**src/rtl/fracn_pkg.sv**
```systemverilog
package fracn_pkg;
  typedef enum logic {
    MOD_FULL  = 1'b0,
    MOD_SHORT = 1'b1
  } mod_sel_e;

  // modulus for a numerator width w: 2^w, or 2^w-1 in the short mode
  function automatic int unsigned modulus_of(mod_sel_e s, int unsigned w);
    int unsigned full;
    full = 32'd1 << w;
    return (s == MOD_SHORT) ? full - 32'd1 : full;
  endfunction
endpackage

```
**src/rtl/fracn_num_guard.sv**
```systemverilog
module fracn_num_guard #(
  parameter int FRAC_W = 4
) (
  input  logic              clk_i,
  input  logic              rst_i,
  input  logic              en_i,
  input  logic              mod_m1_i,
  input  logic [FRAC_W-1:0] num_i,
  output logic [FRAC_W-1:0] num_o,
  output logic              err_o
);
  localparam logic [FRAC_W-1:0] ALL_ONES = {FRAC_W{1'b1}};

  logic illegal;
  logic err_q;

  always_comb begin
    illegal = mod_m1_i && (num_i == ALL_ONES);
    num_o   = illegal ? ALL_ONES - FRAC_W'(1) : num_i;   // clamp
  end

  always_ff @(posedge clk_i) begin
    if (rst_i)                err_q <= 1'b0;
    else if (en_i && illegal) err_q <= 1'b1;
  end

  assign err_o = err_q;

  p_err_sticky_r8: assert property (@(posedge clk_i) disable iff (rst_i)
    err_q |=> err_q);
endmodule

```
**src/rtl/fracn_phase.sv**
```systemverilog
module fracn_phase #(
  parameter int FRAC_W = 4
) (
  input  logic              clk_i,
  input  logic              rst_i,
  input  logic              adv_i,
  input  logic              clr_i,
  input  logic              mod_m1_i,
  input  logic [FRAC_W-1:0] num_i,
  output logic              wrap_o
);
  import fracn_pkg::*;
  localparam int SUM_W = FRAC_W + 1;

  logic [FRAC_W-1:0] acc_q;
  logic [SUM_W-1:0]  sum;
  logic [SUM_W-1:0]  modv;
  logic [SUM_W-1:0]  reduced;

  always_comb begin
    modv    = SUM_W'(modulus_of(mod_sel_e'(mod_m1_i), FRAC_W));
    sum     = {1'b0, acc_q} + {1'b0, num_i};
    wrap_o  = (sum >= modv);
    reduced = sum - modv;
  end

  always_ff @(posedge clk_i) begin
    if (rst_i || clr_i) acc_q <= '0;
    else if (adv_i)     acc_q <= wrap_o ? reduced[FRAC_W-1:0] : sum[FRAC_W-1:0];
  end

  // after an advance the remainder lies below the modulus in force
  p_acc_bound_r3: assert property (@(posedge clk_i) disable iff (rst_i)
    $past(adv_i) |-> ({1'b0, acc_q} < $past(modv)));
endmodule

```
**src/rtl/fracn_out_stage.sv**
```systemverilog
module fracn_out_stage #(
  parameter int N_W = 10
) (
  input  logic           clk_i,
  input  logic           rst_i,
  input  logic           stb_i,
  input  logic           en_i,
  input  logic           wrap_i,
  input  logic [N_W-1:0] n_i,
  output logic [N_W:0]   div_o,
  output logic           valid_o,
  output logic           carry_o
);
  logic step;

  always_comb step = stb_i && en_i && wrap_i;

  always_ff @(posedge clk_i) begin
    if (rst_i) begin
      div_o   <= '0;
      valid_o <= 1'b0;
      carry_o <= 1'b0;
    end else begin
      valid_o <= stb_i;
      carry_o <= step;
      if (stb_i || !en_i) div_o <= {1'b0, n_i} + (N_W+1)'(step);
    end
  end

  p_carry_valid_r10: assert property (@(posedge clk_i) disable iff (rst_i)
    carry_o |-> valid_o);
endmodule

```
**src/rtl/fracn_mod_acc.sv**
```systemverilog
module fracn_mod_acc #(
  parameter int N_W    = 10,
  parameter int FRAC_W = 4
) (
  input  logic              clk_i,
  input  logic              rst_i,
  input  logic              ref_stb_i,
  input  logic              en_i,
  input  logic              mod15_i,
  input  logic [N_W-1:0]    n_i,
  input  logic [FRAC_W-1:0] num_i,
  output logic [N_W:0]      div_o,
  output logic              div_valid_o,
  output logic              carry_o,
  output logic              cfg_err_o
);
  logic [FRAC_W-1:0] num_eff;
  logic              wrap;
  logic              adv;

  always_comb adv = ref_stb_i && en_i;

  fracn_num_guard #(.FRAC_W(FRAC_W)) u_guard (
    .clk_i(clk_i), .rst_i(rst_i), .en_i(en_i), .mod_m1_i(mod15_i),
    .num_i(num_i), .num_o(num_eff), .err_o(cfg_err_o)
  );

  fracn_phase #(.FRAC_W(FRAC_W)) u_phase (
    .clk_i(clk_i), .rst_i(rst_i), .adv_i(adv), .clr_i(!en_i),
    .mod_m1_i(mod15_i), .num_i(num_eff), .wrap_o(wrap)
  );

  fracn_out_stage #(.N_W(N_W)) u_out (
    .clk_i(clk_i), .rst_i(rst_i), .stb_i(ref_stb_i), .en_i(en_i),
    .wrap_i(wrap), .n_i(n_i), .div_o(div_o), .valid_o(div_valid_o),
    .carry_o(carry_o)
  );

  p_valid_follows_r5: assert property (@(posedge clk_i) disable iff (rst_i)
    ref_stb_i |=> div_valid_o);
  p_valid_only_r5: assert property (@(posedge clk_i) disable iff (rst_i)
    !ref_stb_i |=> !div_valid_o);
  p_disabled_r6: assert property (@(posedge clk_i) disable iff (rst_i)
    !en_i |=> (!carry_o && div_o == {1'b0, $past(n_i)}));
  p_div_value_r3: assert property (@(posedge clk_i) disable iff (rst_i)
    (div_valid_o && $past(en_i)) |-> (div_o == {1'b0, $past(n_i)} + (N_W+1)'(carry_o)));
  p_err_raise_r8: assert property (@(posedge clk_i) disable iff (rst_i)
    (en_i && mod15_i && (&num_i)) |=> cfg_err_o);
endmodule

```
**config.mk**
```make
export PLATFORM = sky130hd
export DESIGN_NAME = fracn_mod_acc
export DESIGN_NICKNAME = d
export VERILOG_FILES = /design/src/rtl/fracn_pkg.sv /design/src/rtl/fracn_num_guard.sv /design/src/rtl/fracn_phase.sv /design/src/rtl/fracn_out_stage.sv /design/src/rtl/fracn_mod_acc.sv
export SDC_FILE = /design/constraint.sdc
export NUM_CORES = 1
export LEC_CHECK = 0
export ABC_AREA = 0
export CAP_MARGIN = 20
export CORE_MARGIN = 8
export CORE_UTILIZATION = 51
export CTS_BUF_LIST = sky130_fd_sc_hd__clkbuf_8 sky130_fd_sc_hd__clkbuf_16
export DETAILED_ROUTE_END_ITERATION = 7
export PLACE_DENSITY = 0.88
export SLEW_MARGIN = 20
export SYNTH_ARGS = -nofsm -noshare
export SYNTH_HDL_FRONTEND = slang
export SYNTH_SLANG_ARGS = --single-unit
```
**constraint.sdc**
```tcl
create_clock -name clk_i -period 6.7 [get_ports clk_i]
set_input_delay 1.005 -clock clk_i [delete_from_list [all_inputs] [get_ports clk_i]]
set_output_delay 1.005 -clock clk_i [all_outputs]
set_load 0.005 [all_outputs]
```
# After elaboration in Yosys (flattened, before gate mapping)
# Index checks and enable logic that the tools add are counted.
[totals]
ff_bits = 18
in_bits = 19
output_inout_bits = 14
[classes]
n_mux = 3
reduce_logical = 7
n_addsub = 3
n_lt_le_gt_ge = 1
eq_ne = 1
[op_table]
columns = ["cell", "n"]
rows = [
  ["10-bit by 1-bit adder with 11-bit output", 1],
  ["4-bit two-way mux", 2],
  ["4-bit by 4-bit adder with 5-bit output", 1],
  ["5-bit >= comparator", 1],
  ["5-bit two-way mux", 1],
  ["4-bit equality test, second input constant", 1],
  ["1-bit logical AND", 4],
  ["4-bit subtractor", 1],
  ["1-bit logical OR", 2],
  ["1-bit zero test", 1],
]

# Longest topological paths before layout
[logic_depth]
ltp_word = 7
mapped_depth = 18
ltp_nobuf = 18

# By module
# From an unflattened synthesis, not the netlist that was laid out.
[unflattened]
cells_unflattened = 127
area_unflattened_um2 = 1149.9
[modules_own_cells]
columns = ["mod", "seq_area_each_um2", "cells_each", "n_inst", "area_per_inst_um2"]
rows = [
  ["fracn_out_stage", 260.2, 69, 1, 626.9],
  ["fracn_phase", 80.1, 47, 1, 451.7],
  ["fracn_num_guard", 20.0, 9, 1, 61.3],
  ["fracn_mod_acc", 0.0, 2, 1, 10.0],
]

# Worst setup path before layout
# Ideal clock, no wire load.
[synth_path]
path_type = "input to register"
from = "in num_i[0]"
to = "reg u_out.div_o[9]"
required_time_ns = 6.621
arrival_time_ns = 4.079
setup_slack_ns = 2.542
stages = 18
cell_sequence = "and4_1 a21boi_0 ha_1 inv_1 fa_1 xnor2_1 ha_1 a21oi_2 o21ai_2 a21o_1 a21oi_1 nor2_1 ha_1 and3_1 and3_4 and2b_1 xnor2_1 a211oi_2"
[synth_between]
elab_chain_len = 7
[synth_lines]
columns = ["element", "line_no", "text"]
rows = [
  ["from (decl)", "fracn_mod_acc.sv:11", "input logic [FRAC_W-1:0] num_i,"],
  ["4-bit equality test", "fracn_num_guard.sv:18", "illegal = mod_m1_i && (num_i == ALL_ONES);"],
  ["1-bit logical AND", "fracn_num_guard.sv:18", ""],
  ["4-bit two-way mux *", "fracn_num_guard.sv:19", "num_o = illegal ? ALL_ONES - FRAC_W'(1) : num_i;"],
  ["4-bit by 4-bit adder with 5-bit output *", "fracn_phase.sv:22", "sum = {1'b0, acc_q} + {1'b0, num_i};"],
  ["5-bit >= comparator *", "fracn_phase.sv:23", "wrap_o = (sum >= modv);"],
  ["1-bit logical AND *", "fracn_out_stage.sv:16", "always_comb step = stb_i && en_i && wrap_i;"],
  ["via u_out.step", "fracn_out_stage.sv:14", "logic step;"],
  ["10-bit by 1-bit adder with 11-bit output *", "fracn_out_stage.sv:26", "if (stb_i || !en_i) div_o <= {1'b0, n_i} + (N_W+1)'(step);"],
  ["to (signal assigned)", "fracn_out_stage.sv:26", ""],
  ["to (decl)", "fracn_out_stage.sv:10", "output logic [N_W:0] div_o,"],
]
# The timed path passes the listed nets; every way through them passes the cells marked *.
# A chain may end at the register's enable or synchronous reset.

# Final worst setup path
[layout_path]
from = "in mod15_i"
to = "reg u_out.div_o[8]"
[layout_between]
elab_chain_len = 6
[layout_lines]
columns = ["element", "line_no", "text"]
rows = [
  ["from (decl)", "fracn_mod_acc.sv:9", "input logic mod15_i,"],
  ["1-bit logical AND", "fracn_num_guard.sv:18", ""],
  ["4-bit two-way mux", "fracn_num_guard.sv:19", ""],
  ["4-bit by 4-bit adder with 5-bit output", "fracn_phase.sv:22", ""],
  ["5-bit >= comparator *", "fracn_phase.sv:23", ""],
  ["1-bit logical AND *", "fracn_out_stage.sv:16", ""],
  ["via u_out.step", "fracn_out_stage.sv:14", ""],
  ["10-bit by 1-bit adder with 11-bit output *", "fracn_out_stage.sv:26", ""],
]
# Marks and branches as above.

==> results.py <==
metrics = {
    "outcome": {
        "status": "completed",
    },
    "cts": {
        "cts_tree": "done",
        "numCtsBuffers": 3,
        "htree_levels": 1,
        "clock-sinks": 18,
        "clk_latency_ns": 0.26,
        "ctsResizeCount": 0,
        "holdBufCountCts": 0,
        "cts_setup_buffers": 0,
        "root_buffer": "clkbuf_8",
        "clockBufferDepth": 2,
        "clkSlewWorstSetupHoldPaths_ns": 0.07,
    },
    "synthesis": {
        "synth_ff_type": "dfxtp_1",
        "ys_warn_count": 0,
        "async_flop_share_pct": 0,
        "synth_cells": 139,
        "ys_seq_area_share_pct": 30.7,
        "synth_fp_nets": 171,
        "synthesis.area_mm2": 0.00117,
        "synth_edf_count": 0,
        "synth_area_per_cell_um2": 8.45,
        "synth.distinct_cells": 35,
        "ys_seq_elements": 18,
    },
    "detailed_routing": {
        "drt-initial-drc-count": 23,
        "highest_layer": "met4",
        "vias": 1088,
        "ant_nets": 0,
        "drt-vias-per-instance": 5.52,
        "drt-met1-wl_um": 1230,
        "dr.pass1.iters": 4,
        "drc": 0,
        "route.met2.wl_um": 1440,
        "wire_per_inst_um": 14.9,
        "drt-total-wl_um": 2940,
        "met3_length_um": 210,
    },
    "power_and_ir_drop": {
        "power_frac_comb_pct": 35.4,
        "vdd_ir_drop_max_mv": 0.169,
        "p_per_area_mw_per_mm2": 209,
        "power_frac_seq_pct": 36.9,
        "pwr-share-clk_pct": 27.7,
        "swShare_pct": 31.0,
        "internal_power_w": 0.000225,
        "p_leak_nw": 0.646,
        "switchingPower_w": 0.000101,
    },
    "setup_path": {
        "required_ns": 6.87,
        "critPathMaxFanout": 4,
        "cp.arrival_ns": 5.03,
        "criticalPathCategory": "input port to flip-flop",
        "cp-end-kind": "flip-flop",
        "crit_path_start_kind": "input port",
    },
    "die": {
        "die_w_um": 64.0,
        "fp.dieH_um": 64.0,
        "ios": 33,
        "core_area_mm2": 0.00219,
        "start_util_pct": 53.6,
        "die-area_mm2": 0.00410,
        "rows": 17,
    },
    "global_routing": {
        "grt_max_degree": 21,
        "grt_use_total_pct": 14.8,
        "grt_overflow": 0,
        "grt_first_pass_wirelength_um": 4930,
        "antenna_found_initial": 0,
        "grt_pass1_vias": 1074,
    },
    "timing": {
        "finalHoldViolCount": 0,
        "finalCriticalPeriod_ns": 4.85,
        "grt_setup_unrepaired": "false",
        "clock_skew_ns": 0.00679,
        "worst_pin_slew_ns": 0.738,
        "fmaxAchievable_mhz": 206,
        "fin_tns_setup_ns": 0,
        "relSlewSlack_pct": 50.8,
        "maxSlewViolCount": 0,
        "setup_viol": 0,
        "period_share_pct": 72.5,
    },
    "cells_and_area": {
        "layout_common_cells": "clkdlybuf4s50_1 (32), dfxtp_1 (18), nor2_1 (15)",
        "num_antenna_cells": 0,
        "drive_gt1_share_pct": 6.51,
        "areaGrowthSynthToFinish_pct": 32.8,
        "final_common_cell": "clkdlybuf4s50_1",
        "fin_nets": 202,
        "final_cells": 197,
    },
    "min_path": {
        "min_path_type": "flip-flop to flip-flop",
    },
    "placed_design": {
        "dp_cells": 193,
        "dp.final_hpwl_um": 2210,
        "port_buffers": 32,
        "gp_congestion": 0.893,
    },
    "job": {
        "drv_cap": 0,
    },
}
[cell type report]
class / count / area [um2]
fillers: 159 / 631
inverters: 12 / 45.0
well taps: 28 / 35.0
multi-input cells: 103 / 744
flip-flops and latches: 18 / 360
repair buffers: 32 / 320
clock buffers: 4 / 55.1
[synth_stat cells (2+ instances only)]
| cell type | count | area [um2] |
|---|---|---|
| or3_1 | 2 | 12.5 |
| clkbuf_1 | 4 | 15.0 |
| nand2b_1 | 2 | 12.5 |
| a21oi_2 | 2 | 17.5 |
| nand4_1 | 2 | 12.5 |
| a21o_1 | 3 | 22.5 |
| a211oi_2 | 2 | 25.0 |
| buf_2 | 2 | 10.0 |
| o221ai_1 | 3 | 26.3 |
| a211oi_1 | 6 | 45.0 |
| fa_1 | 2 | 40.0 |
| nand3_1 | 4 | 20.0 |
| o21ai_0 | 2 | 10.0 |
| xor2_1 | 4 | 35.0 |
| nand2_1 | 12 | 45.0 |
| nor2_1 | 15 | 56.3 |
| dfxtp_1 | 18 | 360 |
| inv_1 | 12 | 45.0 |
| nor2b_1 | 4 | 25.0 |
| xnor2_1 | 7 | 61.3 |
| a21oi_1 | 7 | 35.0 |
| ha_1 | 11 | 138 |
[through the flow]
stage	setup slack, ns	power (W)	hold slack (ns)	util [%]	area, um2
finish	1.85	0.000327	0.459	71.2	1560
global route	1.57	0.000346	0.491	71.2	1560
CTS	1.91	0.000328	0.463	71.2	1560
detailed placement	1.70	0.000236	0.450	68.7	1510
global placement	1.90	0.000231	0.441	68.7	1510
floorplan	2.54	0.000197	0.439	-	1170
[cell families after synthesis]
logic type      Yosys count  share of synthesized area, %
compound gates           32                          20.3
xor+xnor                 11                          8.20
fa+ha+maj                13                          15.1
buf+inv                  18                          5.96
flops                    18                          30.7
simple gates             47                          19.7
[routing by layer]
metal,global-route usage (%),up-vias
li1,-,539
met1,17.5,506
met2,23.6,38
met3,4.88,5
met4,6.69,0
met5,0,-
[registers in the layout, summed over array words and instances (netlist names)]
name / cells
u_guard.err_o: 1
u_out.valid_o: 1
u_phase.acc_q: 4
u_out.carry_o: 1
u_out.div_o: 11
[final timing paths]
check,start,cells past startpoint,end,slack [ns]
min,u_out.div_o[1],2,u_out.div_o[1],0.46
max,mod15_i,18,u_out.div_o[8],1.85
max reg2reg,u_phase.acc_q[0],15,u_out.div_o[8],3.16
min reg2reg,u_out.div_o[1],2,u_out.div_o[1],0.46
[critical path, stage by stage]
cell and delay, ns:
clkdlybuf4s50_1 0.48, and4_1 0.22, a21boi_0 0.19, ha_1 0.20
inv_1 0.06, fa_1 0.39, xnor2_1 0.19, ha_1 0.39
nand2_1 0.08, o21ai_2 0.19, a21o_1 0.17, a21oi_1 0.07
nor2_1 0.13, ha_1 0.21, ha_1 0.25, nand4_1 0.17
or3_1 0.37, a311oi_1 0.26
[power by group through the flow]
stage | Clock, W | Sequential [W] | Combinational [W]
6_report | 0.0000905 | 0.000121 | 0.000116
5_1_grt | 0.0000966 | 0.000121 | 0.000128
4_1_cts | 0.0000932 | 0.000121 | 0.000114
3_5_place_dp | 0 | 0.000123 | 0.000113
3_3_place_gp | 0 | 0.000123 | 0.000109
2_1_floorplan | 0 | 0.000123 | 0.0000739
Power figures use the tool's default switching activity.
